--- src/rtl/tmr_pkg.sv ---
package tmr_pkg;

  typedef enum logic [2:0] {
    MD_TC_EVENT  = 3'd0,
    MD_ONESHOT   = 3'd1,
    MD_RATE      = 3'd2,
    MD_SQUARE    = 3'd3,
    MD_SW_STROBE = 3'd4,
    MD_HW_STROBE = 3'd5
  } tmr_mode_e;

  // Codes 6 and 7 alias the periodic modes 2 and 3.
  function automatic tmr_mode_e fold_mode(logic [2:0] m);
    if (m[2] & m[1]) return tmr_mode_e'({1'b0, m[1:0]});
    return tmr_mode_e'(m);
  endfunction

  function automatic logic is_periodic(tmr_mode_e m);
    return (m == MD_RATE) || (m == MD_SQUARE);
  endfunction

  function automatic logic gate_retrig(tmr_mode_e m);
    return (m == MD_ONESHOT) || (m == MD_RATE) ||
           (m == MD_SQUARE)  || (m == MD_HW_STROBE);
  endfunction

endpackage

--- src/rtl/tmr_gate_edge.sv ---
module tmr_gate_edge #(
  parameter bit GATE_INIT = 1'b1
) (
  input  logic clk,
  input  logic rst,
  input  logic gate_i,
  output logic rise_o
);
  logic gate_q;

  always_ff @(posedge clk) begin
    if (rst) gate_q <= GATE_INIT;
    else     gate_q <= gate_i;
  end

  assign rise_o = gate_i & ~gate_q;

endmodule

--- src/rtl/tmr_count_core.sv ---
module tmr_count_core
  import tmr_pkg::*;
#(
  parameter int W = 16
) (
  input  logic         clk,
  input  logic         rst,
  input  logic         tick_i,
  input  logic         load_i,
  input  logic [W-1:0] reload_i,
  input  logic         mode_wr_i,
  input  logic [2:0]   mode_i,
  input  logic         gate_i,
  input  logic         rise_i,
  output logic [W:0]   nx_cnt,
  output logic [W:0]   nx_n,
  output logic [2:0]   nx_mode,
  output logic         nx_armed,
  output logic         nx_tc,
  output logic         nx_pulse,
  output logic [W-1:0] count_o
);
  localparam int         NW   = W + 1;
  localparam logic [NW-1:0] FULL = NW'(1) << W;
  localparam logic [NW-1:0] ONE  = NW'(1);
  localparam logic [NW-1:0] WRAP = FULL - ONE;

  logic [NW-1:0] cnt_q, n_q;
  logic [2:0]    mode_q;
  logic          armed_q, tc_q, pulse_q;
  tmr_mode_e     em;

  assign em = fold_mode(mode_q);

  always_comb begin
    nx_cnt   = cnt_q;
    nx_n     = n_q;
    nx_mode  = mode_q;
    nx_armed = armed_q;
    nx_tc    = tc_q;
    nx_pulse = pulse_q;
    if (mode_wr_i) begin
      nx_mode  = mode_i;
      nx_armed = 1'b0;
      nx_cnt   = n_q;
      nx_tc    = 1'b0;
      nx_pulse = 1'b0;
    end else if (load_i) begin
      nx_n     = (reload_i == '0) ? FULL : {1'b0, reload_i};
      nx_cnt   = nx_n;
      nx_armed = 1'b1;
      nx_tc    = 1'b0;
      nx_pulse = 1'b0;
    end else if (armed_q && rise_i && gate_retrig(em)) begin
      nx_cnt   = n_q;
      nx_tc    = 1'b0;
      nx_pulse = 1'b0;
    end else if (armed_q && tick_i && (!is_periodic(em) || gate_i)) begin
      if (is_periodic(em)) begin
        nx_pulse = (cnt_q == ONE);
        nx_cnt   = (cnt_q == ONE) ? n_q : cnt_q - ONE;
      end else begin
        nx_pulse = (cnt_q == ONE) && !tc_q;
        nx_tc    = tc_q | (cnt_q == ONE);
        nx_cnt   = (cnt_q == '0) ? WRAP : cnt_q - ONE;
      end
    end
  end

  always_ff @(posedge clk) begin
    if (rst) begin
      cnt_q   <= FULL;
      n_q     <= FULL;
      mode_q  <= 3'd3;
      armed_q <= 1'b1;
      tc_q    <= 1'b0;
      pulse_q <= 1'b0;
    end else begin
      cnt_q   <= nx_cnt;
      n_q     <= nx_n;
      mode_q  <= nx_mode;
      armed_q <= nx_armed;
      tc_q    <= nx_tc;
      pulse_q <= nx_pulse;
    end
  end

  assign count_o = cnt_q[W-1:0];

  AST_LOAD_RESTART: assert property (@(posedge clk) disable iff (rst)
    load_i && !mode_wr_i |=> count_o == $past(reload_i));

  AST_NO_TICK_HOLD: assert property (@(posedge clk) disable iff (rst)
    !tick_i && !load_i && !mode_wr_i && !rise_i |=> $stable(cnt_q));

  AST_GATE_LOW_HOLD: assert property (@(posedge clk) disable iff (rst)
    armed_q && is_periodic(em) && !gate_i && !load_i && !mode_wr_i
    |=> $stable(cnt_q) && $stable(pulse_q));

  AST_STROBE_SINGLE: assert property (@(posedge clk) disable iff (rst)
    armed_q && pulse_q && tick_i && !is_periodic(em) && !load_i && !mode_wr_i
    |=> !pulse_q);

  AST_TC_STICKY: assert property (@(posedge clk) disable iff (rst)
    armed_q && tc_q && !is_periodic(em) && !load_i && !mode_wr_i && !rise_i
    |=> tc_q);

endmodule

--- src/rtl/tmr_wave_gen.sv ---
module tmr_wave_gen
  import tmr_pkg::*;
#(
  parameter int W = 16
) (
  input  logic       clk,
  input  logic       rst,
  input  logic [2:0] mode_i,
  input  logic       armed_i,
  input  logic       tc_i,
  input  logic       pulse_i,
  input  logic [W:0] cnt_i,
  input  logic [W:0] n_i,
  output logic       out_o
);
  localparam int NW = W + 1;

  logic [NW-1:0] half, thr;
  logic          out_n;
  tmr_mode_e     em;

  assign em   = fold_mode(mode_i);
  assign half = {1'b0, n_i[NW-1:1]} + NW'(n_i[0]);
  assign thr  = n_i - half;

  always_comb begin
    if (!armed_i) out_n = (mode_i != 3'd0);
    else begin
      unique case (em)
        MD_TC_EVENT, MD_ONESHOT:    out_n = tc_i;
        MD_RATE:                    out_n = !pulse_i;
        MD_SQUARE:                  out_n = (cnt_i > thr);
        MD_SW_STROBE, MD_HW_STROBE: out_n = !pulse_i;
        default:                    out_n = 1'b1;
      endcase
    end
  end

  always_ff @(posedge clk) begin
    if (rst) out_o <= 1'b1;
    else     out_o <= out_n;
  end

endmodule

--- src/rtl/timer_channel.sv ---
module timer_channel #(
  parameter int CNT_W     = 16,
  parameter bit GATE_INIT = 1'b1
) (
  input  logic             clk,
  input  logic             rst,
  input  logic             tick_en,
  input  logic             load_stb,
  input  logic [CNT_W-1:0] reload_val,
  input  logic             mode_stb,
  input  logic [2:0]       mode_sel,
  input  logic             gate_in,
  output logic [CNT_W-1:0] count_o,
  output logic             out_o
);
  logic             rise;
  logic [CNT_W:0]   nx_cnt, nx_n;
  logic [2:0]       nx_mode;
  logic             nx_armed, nx_tc, nx_pulse;

  tmr_gate_edge #(.GATE_INIT(GATE_INIT)) u_gate (
    .clk(clk), .rst(rst), .gate_i(gate_in), .rise_o(rise)
  );

  tmr_count_core #(.W(CNT_W)) u_core (
    .clk(clk), .rst(rst), .tick_i(tick_en), .load_i(load_stb),
    .reload_i(reload_val), .mode_wr_i(mode_stb), .mode_i(mode_sel),
    .gate_i(gate_in), .rise_i(rise),
    .nx_cnt(nx_cnt), .nx_n(nx_n), .nx_mode(nx_mode), .nx_armed(nx_armed),
    .nx_tc(nx_tc), .nx_pulse(nx_pulse), .count_o(count_o)
  );

  tmr_wave_gen #(.W(CNT_W)) u_wave (
    .clk(clk), .rst(rst), .mode_i(nx_mode), .armed_i(nx_armed),
    .tc_i(nx_tc), .pulse_i(nx_pulse), .cnt_i(nx_cnt), .n_i(nx_n),
    .out_o(out_o)
  );

  AST_RESET_STATE: assert property (@(posedge clk) disable iff (rst)
    $past(rst) |-> out_o && (count_o == '0));

  AST_IDLE_LEVEL: assert property (@(posedge clk) disable iff (rst)
    mode_stb |=> out_o == ($past(mode_sel) != 3'd0));

  AST_FULL_SPAN: assert property (@(posedge clk) disable iff (rst)
    load_stb && !mode_stb && (reload_val == '0) |=> count_o == '0);

endmodule

--- config.mk ---
export PLATFORM = sky130hd
export DESIGN_NAME = timer_channel
export DESIGN_NICKNAME = d
export VERILOG_FILES = /design/src/rtl/tmr_pkg.sv /design/src/rtl/tmr_gate_edge.sv /design/src/rtl/tmr_count_core.sv /design/src/rtl/tmr_wave_gen.sv /design/src/rtl/timer_channel.sv
export SDC_FILE = /design/constraint.sdc
export NUM_CORES = 1
export LEC_CHECK = 0
export ABC_AREA = 1
export ABC_CLOCK_PERIOD_IN_PS = 3390
export BUFFER_PORTS_ARGS = -buffer_cell sky130_fd_sc_hd__buf_2
export CORE_ASPECT_RATIO = 0.75
export CORE_UTILIZATION = 57
export CTS_BUF_LIST = sky130_fd_sc_hd__clkbuf_8
export DETAILED_ROUTE_END_ITERATION = 12
export PLACE_DENSITY = 0.8
export RECOVER_POWER = 100
export SETUP_SLACK_MARGIN = 0.02
export SLEW_MARGIN = 20
export SYNTH_ARGS = -nofsm -noshare
export SYNTH_HDL_FRONTEND = slang
export SYNTH_HIERARCHICAL = 1
export SYNTH_SLANG_ARGS = --single-unit
export TNS_END_PERCENT = 20
--- constraint.sdc ---
create_clock -name clk -period 3.39 [get_ports clk]
set_input_delay 0.1695 -clock clk [delete_from_list [all_inputs] [get_ports clk]]
set_output_delay 0.1695 -clock clk [all_outputs]
set_load 0.005 [all_outputs]
**Word level (Yosys, flattened, before mapping)**

Index checks and enable logic that the tools add are counted.

- $add $sub $neg: 3
- $mul: 0
- Divide/modulo/power cells: 0
- $lt $le $gt $ge: 1
- Equal/unequal tests: 10
- Shift-type cells: 0
- Multiplexer cells: 31
- Bitwise gates (word level): 5
- Reductions and logical operators: 19

Operators with widths:

| kind | number |
|---|---|
| $mux 17 | 10 |
| $add 16x1->17 | 1 |
| $eq 17x1->1 const B | 1 |
| $gt 17x17->1 | 1 |
| $logic_not 17->1 | 1 |
| $sub 17x1->17 const B | 1 |
| $sub 17x17->17 | 1 |
| $logic_not 16->1 | 1 |
| $mux 1 | 15 |
| $mux 3 | 5 |
| $eq 3x2->1 const B | 4 |
| $eq 3x3->1 const B | 3 |
| $eq 3x1->1 const B | 2 |
| $logic_and 1x1->1 | 5 |
| $logic_or 1x1->1 | 5 |
| $and 1x1->1 | 3 |
| $logic_not 1->1 | 3 |
| $logic_not 3->1 | 1 |
| $pmux 1 s3 | 1 |
| $reduce_bool 3->1 | 1 |
| $reduce_or 3->1 | 1 |
| $reduce_or 2->1 | 1 |
| $not 1->1 | 1 |
| $or 1x1->1 | 1 |

- Bits in registers: 42
- Latch bits: 0
- Memory bits (writable): 0
- Memory bits (read-only): 0
- Bits of input ports: 25
- Output and inout bits: 17
- Logic and storage cells: 77
- Memories: 0

**Logic depth before layout (Yosys ltp)**

Gate-level depths: netlist of the first run.

- Depth after elaboration: 15
- Depth in mapped cells: 28
- Depth with buffers taken out: 28

**Hierarchy**

The synthesis of the first run kept the hierarchy.

By module, submodules not included:

| module | instances | cells each | area an instance (um2) | sequential area each (um2) |
|---|---|---|---|---|
| tmr_count_core | 1 | 448 | 2994.1 | 800.8 |
| tmr_wave_gen | 1 | 264 | 1624.1 | 20.0 |
| tmr_gate_edge | 1 | 5 | 37.5 | 20.0 |

**Worst setup path after synthesis of the first run**

OpenSTA, ideal clock, no wires.

- Path kind: input-to-reg
- Start point: in load_stb
- End point: reg u_wave.out_o
- Setup time: 58 ps
- Arrival time: 3287 ps
- Data required time: 3332 ps
- Slack: 45 ps
- Stages: 26
- Path buffers: 1
- Cell sequence: inv_1 > nor2_1 > clkbuf_1 > nand2_1 > nand2_1 > inv_1 > ha_1 > or2_2 > ha_1 > inv_1 > o21ai_0 > nand2_1 > o211ai_1 > nand4_1 > nand3_1 > nand2_1 > ha_1 > nand2_1 > nor2_1 > and2_1 > nand3b_1 > nand3_1 > nand2_1 > nand2_1 > nand2_1 > nand2_1

- Word-level cells in the longest chain between the ends: 7
- Elaborated cells between the ends (all ways): 16
- Classes of those cells: 2 x add/sub; 1 x order compare; 12 x mux; 1 x reduce/logical

RTL lines:

| item | line | text |
|---|---|---|
| from (decl) | timer_channel.sv:8 | `input logic load_stb,` |
| $mux 17 * | tmr_count_core.sv:48 | `end else if (load_i) begin` |
| $mux 17 * | tmr_count_core.sv:42 | `if (mode_wr_i) begin` |
| net nx_n[1] | timer_channel.sv:17 | `logic [CNT_W:0] nx_cnt, nx_n;` |
| $add 16x1->17 | tmr_wave_gen.sv:23 | `assign half = {1'b0, n_i[NW-1:1]} + NW'(n_i[0]);` |
| $sub 17x17->17 * | tmr_wave_gen.sv:24 | `assign thr = n_i - half;` |
| $gt 17x17->1 * | tmr_wave_gen.sv:32 | `MD_SQUARE: out_n = (cnt_i > thr);` |
| $pmux 1 s3 * | tmr_wave_gen.sv:29 | `unique case (em)` |
| $mux 1 * | tmr_wave_gen.sv:27 | `if (!armed_i) out_n = (mode_i != 3'd0);` |
| to (signal assigned) | tmr_wave_gen.sv:41 | `else out_o <= out_n;` |
| to (decl) | tmr_wave_gen.sv:14 | `output logic out_o` |

Mark *: on every way through the listed nets, which the timed path passes. The rest lies on a longest branch.
A chain may end at the register's enable or synchronous reset.

**Worst setup path in the final report of the first run**

Same ends and word-level chain as after synthesis.

==> results of run 1 <==
## placed cells by master (no fill, tap or decap), types with 6 or more instances in the layout
cell type	count
nand2_1	231
inv_1	100
a21oi_1	54
ha_1	50
buf_4	44
nor2_1	37
dfxtp_1	37
buf_2	36
nand3_1	33
o21ai_0	15
a21oi_2	10
xor2_1	9
nand2_2	8
a31oi_4	8
xnor2_1	8
nor2_4	7
o211ai_1	7
clkbuf_8	6
nor2_2	6
nand4_1	6
## power groups by stage
stage	registers (mW)	logic, mW	clock network (mW)
after global routing	0.558	1.25	0.359
after detailed placement	0.565	1.04	0
final	0.554	1.12	0.330
after global placement	0.565	1.00	0
after floorplan	0.557	0.762	0
after CTS	0.554	1.04	0.338
## worst paths after layout
kind | slack, ps | depth (start not counted) | from | to
min | 110 | 3 | mode_sel[0] | u_core/mode_q[0]
min reg2reg | 510 | 2 | u_core/mode_q[2] | u_core/mode_q[2]
max | 240 | 26 | load_stb | u_wave/out_o
max reg2reg | 250 | 21 | u_core/n_q[8] | u_wave/out_o
## kinds of logic after synthesis
kind of cell    Yosys count
compound gates          118
xor+xnor                 18
fa+ha+maj                53
buf+inv                 135
flops                    42
simple gates            351
## sequential cells by signal, summed over array words and instances, names as in the netlist
| register | flops |
|---|---|
| u_core/armed_q | 1 |
| u_core/cnt_q | 17 |
| u_core/mode_q | 3 |
| u_core/n_q | 17 |
| u_core/pulse_q | 1 |
| u_core/tc_q | 1 |
| u_gate/gate_q | 1 |
| u_wave/out_o | 1 |
## critical path, cell delays in order
cell	delay, ps
buf_2	100
inv_1	110
nor2_4	50
inv_2	100
buf_12	140
nand2_1	70
nand2_1	130
inv_1	60
ha_1	270
inv_1	50
ha_1	340
nand2_1	120
o21ai_0	320
a31oi_1	160
nand3_1	110
nand2_1	70
ha_1	280
nand2_1	60
nor2_2	140
and2_4	160
nand3b_1	70
nand3_1	80
nand2_1	60
nand2_1	50
nand2_1	40
nand2_1	50
## routing by layer
metal  up-vias  track usage, %  routed length (um)
li1       2434               -                   -
met4         0            6.67                 198
met1      2236            42.2                5860
met2       194            50.5                5810
met3        20            4.79                 944
met5         -               0                   0
## repair_timing
item | 4_1_cts | 5_1_grt
resized for setup | 0 | 32
setup buffers | 0 | 3
endpoints found under the setup margin | 0 | 1
## area by class of cell
cell class	instances	share of cell area, %
flip-flops and latches	42	16.0
repair buffers	87	10.5
well taps	105	2.47
multi-input cells	540	62.0
clock buffers	6	1.55
inverters	105	7.42
==> results.json, run 1 <==
{
  "yosys.cell_types.count": 47,
  "p_sw_share_pct": 43.5,
  "p_seq_share_pct": 27.6,
  "fin_crit_sh_pct": 93.0,
  "grt_pass1_wl_mm": 20.6,
  "clock.fmax_ghz": 0.317,
  "maxCapViolations": 1,
  "leakage_nw": 2.82,
  "required_ps": 3630,
  "grt_pass1_vias": 4433,
  "syn_avg_cell_area_um2": 6.49,
  "routed_wl_mm": 12.8,
  "synth_fa_ha_area_share_pct": 14.2,
  "critPathMaxFanout": 13,
  "path_clk_slew_ps": 80,
  "grt_max_degree": 41,
  "final_nets": 859,
  "preCtsSetupSlack_ps": -175,
  "timing.hold.ws_ps": 107,
  "fin_setup_tns_ps": 0,
  "syn_to_final_growth_pct": 14.2,
  "placed_cells": 876,
  "io_pins": 42,
  "cts.sinks": 42,
  "hp-class": "primary input to flip-flop",
  "vias": 4884,
  "clkPwrFrac_pct": 16.5,
  "yosys.area.top_type_share_pct": 18.7,
  "worst_pin_slew_ps": 1900,
  "synth_area_um2": 4660,
  "fin_util_pct": 67.1,
  "wl_per_cell_um": 14.5,
  "finClkSkew_ps": 8.51,
  "synth_flop_cell": "dfxtp_1",
  "post-route-cell-area_um2": 5320,
  "seq_area_um2": 850,
  "nFillCells": 702,
  "layoutNonFillerInstCount": 885,
  "htree_levels": 2,
  "setup-violations-final": 0,
  "clk_latency_ps": 300,
  "drive_gt1_share_pct": 20.1,
  "via_per_inst": 5.52,
  "crit_type": "primary input to flip-flop",
  "slew_headroom_pct": -26.4,
  "num_rows": 28,
  "synth_top_family_by_area": "simple AND/OR/NAND/NOR gates",
  "die_w_um": 106,
  "drv_slew": 41,
  "drtIter0Drc": 423,
  "end_kind": "flip-flop",
  "ant_nets": 0,
  "min_period_ps": 3150,
  "switching_power_mw": 0.871,
  "placed_cell_area_um2": 5130,
  "place_hpwl_mm": 10.2,
  "clockRootBuffer": "clkbuf_8",
  "core-area_um2": 7920,
  "clockBufferDepth": 2,
  "synth_edf_count": 0,
  "violations": "capacitance limit, slew limit",
  "hold_violations": 0,
  "synth_simple_gate_area_share_pct": 33.2,
  "ir_worst_vdd_mv": 0.201,
  "grt_antenna_before_repair": 0,
  "overflow": 0,
  "synthTopCellsByArea": "nand2_1, dfxtp_1, ha_1",
  "syn-num-nets": 795,
  "multi_input_comb_area_um2": 3300,
  "gp_congestion": 0.932,
  "critPathArrivalTime_ps": 3400,
  "yosys.cell_count.top_type": "nand2_1",
  "start_util_pct": 58.8,
  "ys_ff_latch": 42,
  "diodes": 0,
  "track_usage_pct": 30.7,
  "cts_tree": "yes",
  "synthCells": 717,
  "synth_xor_area_share_pct": 3.39,
  "synth_common_cells": "nand2_1, inv_1, a21oi_1, ha_1, dfxtp_1",
  "drt-pass1-iter-count": 5,
  "drc_errors": 0,
  "startpoint_type": "primary input",
  "die_area_um2": 8540,
  "synth-compound-area-share_pct": 18.3,
  "worst_slack_ps": 236,
  "p_per_area_nw_per_um2": 377,
  "power_frac_comb_pct": 55.9,
  "ys_seq_area_share_pct": 18.1,
  "p_int_mw": 1.13,
  "synthArstFlopShare_pct": 0,
  "yosysWarnings": 6,
  "yosysTopAreaCell": "nand2_1",
  "fp.dieH_um": 80.3,
  "p_total_mw": 2.00,
  "synthMuxAreaShare_pct": 0,
  "status": "finished, violations left",
  "cts_buffers": 5,
  "cts_hold_buf": 0,
  "portBuffers": 41
}
Note: power is estimated with default switching activity, not from simulation.
==> run 2, diff against run 1 <==
--- a/config.mk
+++ b/config.mk
@@ -8,11 +8,13 @@
 export ABC_AREA = 1
 export ABC_CLOCK_PERIOD_IN_PS = 3390
 export BUFFER_PORTS_ARGS = -buffer_cell sky130_fd_sc_hd__buf_2
+export CELL_PAD_IN_SITES_DETAIL_PLACEMENT = 0
+export CELL_PAD_IN_SITES_GLOBAL_PLACEMENT = 1
 export CORE_ASPECT_RATIO = 0.75
-export CORE_UTILIZATION = 57
+export CORE_UTILIZATION = 40
 export CTS_BUF_LIST = sky130_fd_sc_hd__clkbuf_8
 export DETAILED_ROUTE_END_ITERATION = 12
-export PLACE_DENSITY = 0.8
+export PLACE_DENSITY_LB_ADDON = 0.1
 export RECOVER_POWER = 100
 export SETUP_SLACK_MARGIN = 0.02
 export SLEW_MARGIN = 20
==> results.json, run 2 (synthesis gave the netlist of run 1 again) <==
{
  "htree_levels": 2,
  "p_total_mw": 2.14,
  "clkPwrFrac_pct": 18.6,
  "maxCapViolations": 1,
  "wl_per_cell_um": 14.6,
  "clock.fmax_ghz": 0.319,
  "cts.sinks": 42,
  "p_int_mw": 1.23,
  "switching_power_mw": 0.913,
  "ff2ff_setup_slack_ps": 260,
  "vias": 4798,
  "drtIter0Drc": 338,
  "crit_type": "flip-flop to flip-flop",
  "io_pins": 42,
  "grtUsageMet1_pct": 34.7,
  "place_hpwl_mm": 11.4,
  "cts_tree": "yes",
  "drive_gt1_share_pct": 24.3,
  "finClkSkew_ps": 4.90,
  "startpoint_type": "flip-flop",
  "final_nets": 877,
  "slew_headroom_pct": -39.2,
  "p_sw_share_pct": 42.6,
  "core-area_um2": 11100,
  "clk_latency_ps": 300,
  "worst_pin_slew_ps": 2090,
  "grt_pass1_vias": 4430,
  "cts_hold_buf": 0,
  "track_usage_pct": 23.8,
  "start_util_pct": 41.9,
  "drc_errors": 0,
  "overflow": 0,
  "cpMostUsedCell": "nand2_1",
  "p_per_area_nw_per_um2": 384,
  "syn_to_final_growth_pct": 19.9,
  "slowest_stage": "dfxtp_1",
  "seq_area_um2": 850,
  "worst_slack_ps": 255,
  "path_delay_family": "adder cells",
  "drt-pass1-iter-count": 5,
  "ir_worst_vdd_mv": 0.148,
  "die_w_um": 127,
  "path_clk_slew_ps": 80,
  "via_per_inst": 5.10,
  "p_seq_share_pct": 25.8,
  "setup-violations-final": 0,
  "gp_congestion": 0.958,
  "clockRootBuffer": "clkbuf_8",
  "preCtsSetupSlack_ps": -346,
  "path_cells": "nand2_1 -> nand2_2 -> inv_1 -> ha_1 -> inv_1 -> ha_4 -> a21oi_2 -> buf_4 -> o211ai_1 -> a21oi_1 -> xor2_1 -> ha_1 -> nand2_1 -> nand2_1 -> nand2_1 -> nand2_1 -> a21oi_2 -> nand3_1 -> nand2_1 -> nand2_1 -> nand2_1 -> nand2_1",
  "grt_max_degree": 41,
  "hold_violations": 0,
  "critPathMaxFanout": 3,
  "end_kind": "flip-flop",
  "hp-class": "primary input to flip-flop",
  "met2_usage_pct": 37.6,
  "top_regs": "u_core/cnt_q (17), u_core/n_q (17), u_core/mode_q (3)",
  "rsz0062_at_grt": "no",
  "cpPeakStageDelay_ps": 350,
  "nFillCells": 1156,
  "grt_pass1_wl_mm": 22.3,
  "timing.hold.ws_ps": 96.6,
  "portBuffers": 41,
  "power_frac_comb_pct": 55.5,
  "ant_nets": 0,
  "min_period_ps": 3130,
  "fin_crit_sh_pct": 92.5,
  "diodes": 0,
  "critPathArrivalTime_ps": 3340,
  "busiest_layer": "met2",
  "routed_wl_mm": 13.7,
  "cts_buffers": 5,
  "die_area_um2": 12100,
  "path_buf_inv": 3,
  "leakage_nw": 2.93,
  "num_rows": 33,
  "mostFrequentLayoutCells": "nand2_1, inv_1, buf_4",
  "required_ps": 3590,
  "layout_commonest_cell": "nand2_1",
  "fp.dieH_um": 95.4,
  "grt_antenna_before_repair": 0,
  "globalRouteMet3Util_pct": 3.37,
  "multi_input_comb_area_um2": 3340,
  "violations": "capacitance limit, slew limit",
  "status": "finished, violations left",
  "drv_slew": 41,
  "clockBufferDepth": 2
}
run 2: timing repair:
item | CTS | global route
buffers inserted | 1 | 4
pin swaps | 1 | 17
gates resized for setup | 1 | 50
endpoints found under the setup margin | 1 | 1
hold endpoints to repair | 0 | 0
cloned | 0 | 0
run 2: layer usage:
metal | share of wire [%] | wire, um
met5 | 0 | 0
met4 | 0.64 | 87
met3 | 5.5 | 752
met2 | 43 | 5840
met1 | 51 | 7020
run 2: layout make-up:
class	instances	area share, %
multi-input cells	540	59.8
flip-flops and latches	42	15.2
repair buffers	105	12.8
inverters	105	7.11
well taps	140	3.14
clock buffers	5	1.23
clock inverters	3	0.672
run 2: final timing paths:
kind,to,depth (start not counted),start
min reg2reg,u_core/mode_q[2],2,u_core/mode_q[2]
min,u_core/mode_q[0],3,mode_sel[0]
max reg2reg,u_wave/out_o,22,u_core/n_q[5]
max,u_wave/out_o,22,u_core/n_q[5]
run 2: tightest hold or removal path, stage by stage:
cell and delay [ps]:
buf_2 70, nand2_1 60, nand3_1 70
run 2: per-stage QoR:
step	cells	instance area, um2	TNS, ps	util (%)
2_1_floorplan	717	4660	0	-
3_3_place_gp	927	5300	-298	47.8
3_5_place_dp	927	5300	-346	47.8
4_1_cts	936	5420	0	48.8
5_1_grt	940	5580	0	50.3
6_report	940	5580	0	50.3
run 2: power by group through the flow:
stage	Sequential (mW)	Clock [mW]	Combinational, mW
after CTS	0.554	0.404	1.11
after global placement	0.566	0	1.09
after global routing	0.558	0.421	1.34
after floorplan	0.557	0	0.762
after detailed placement	0.566	0	1.09
final	0.554	0.399	1.19
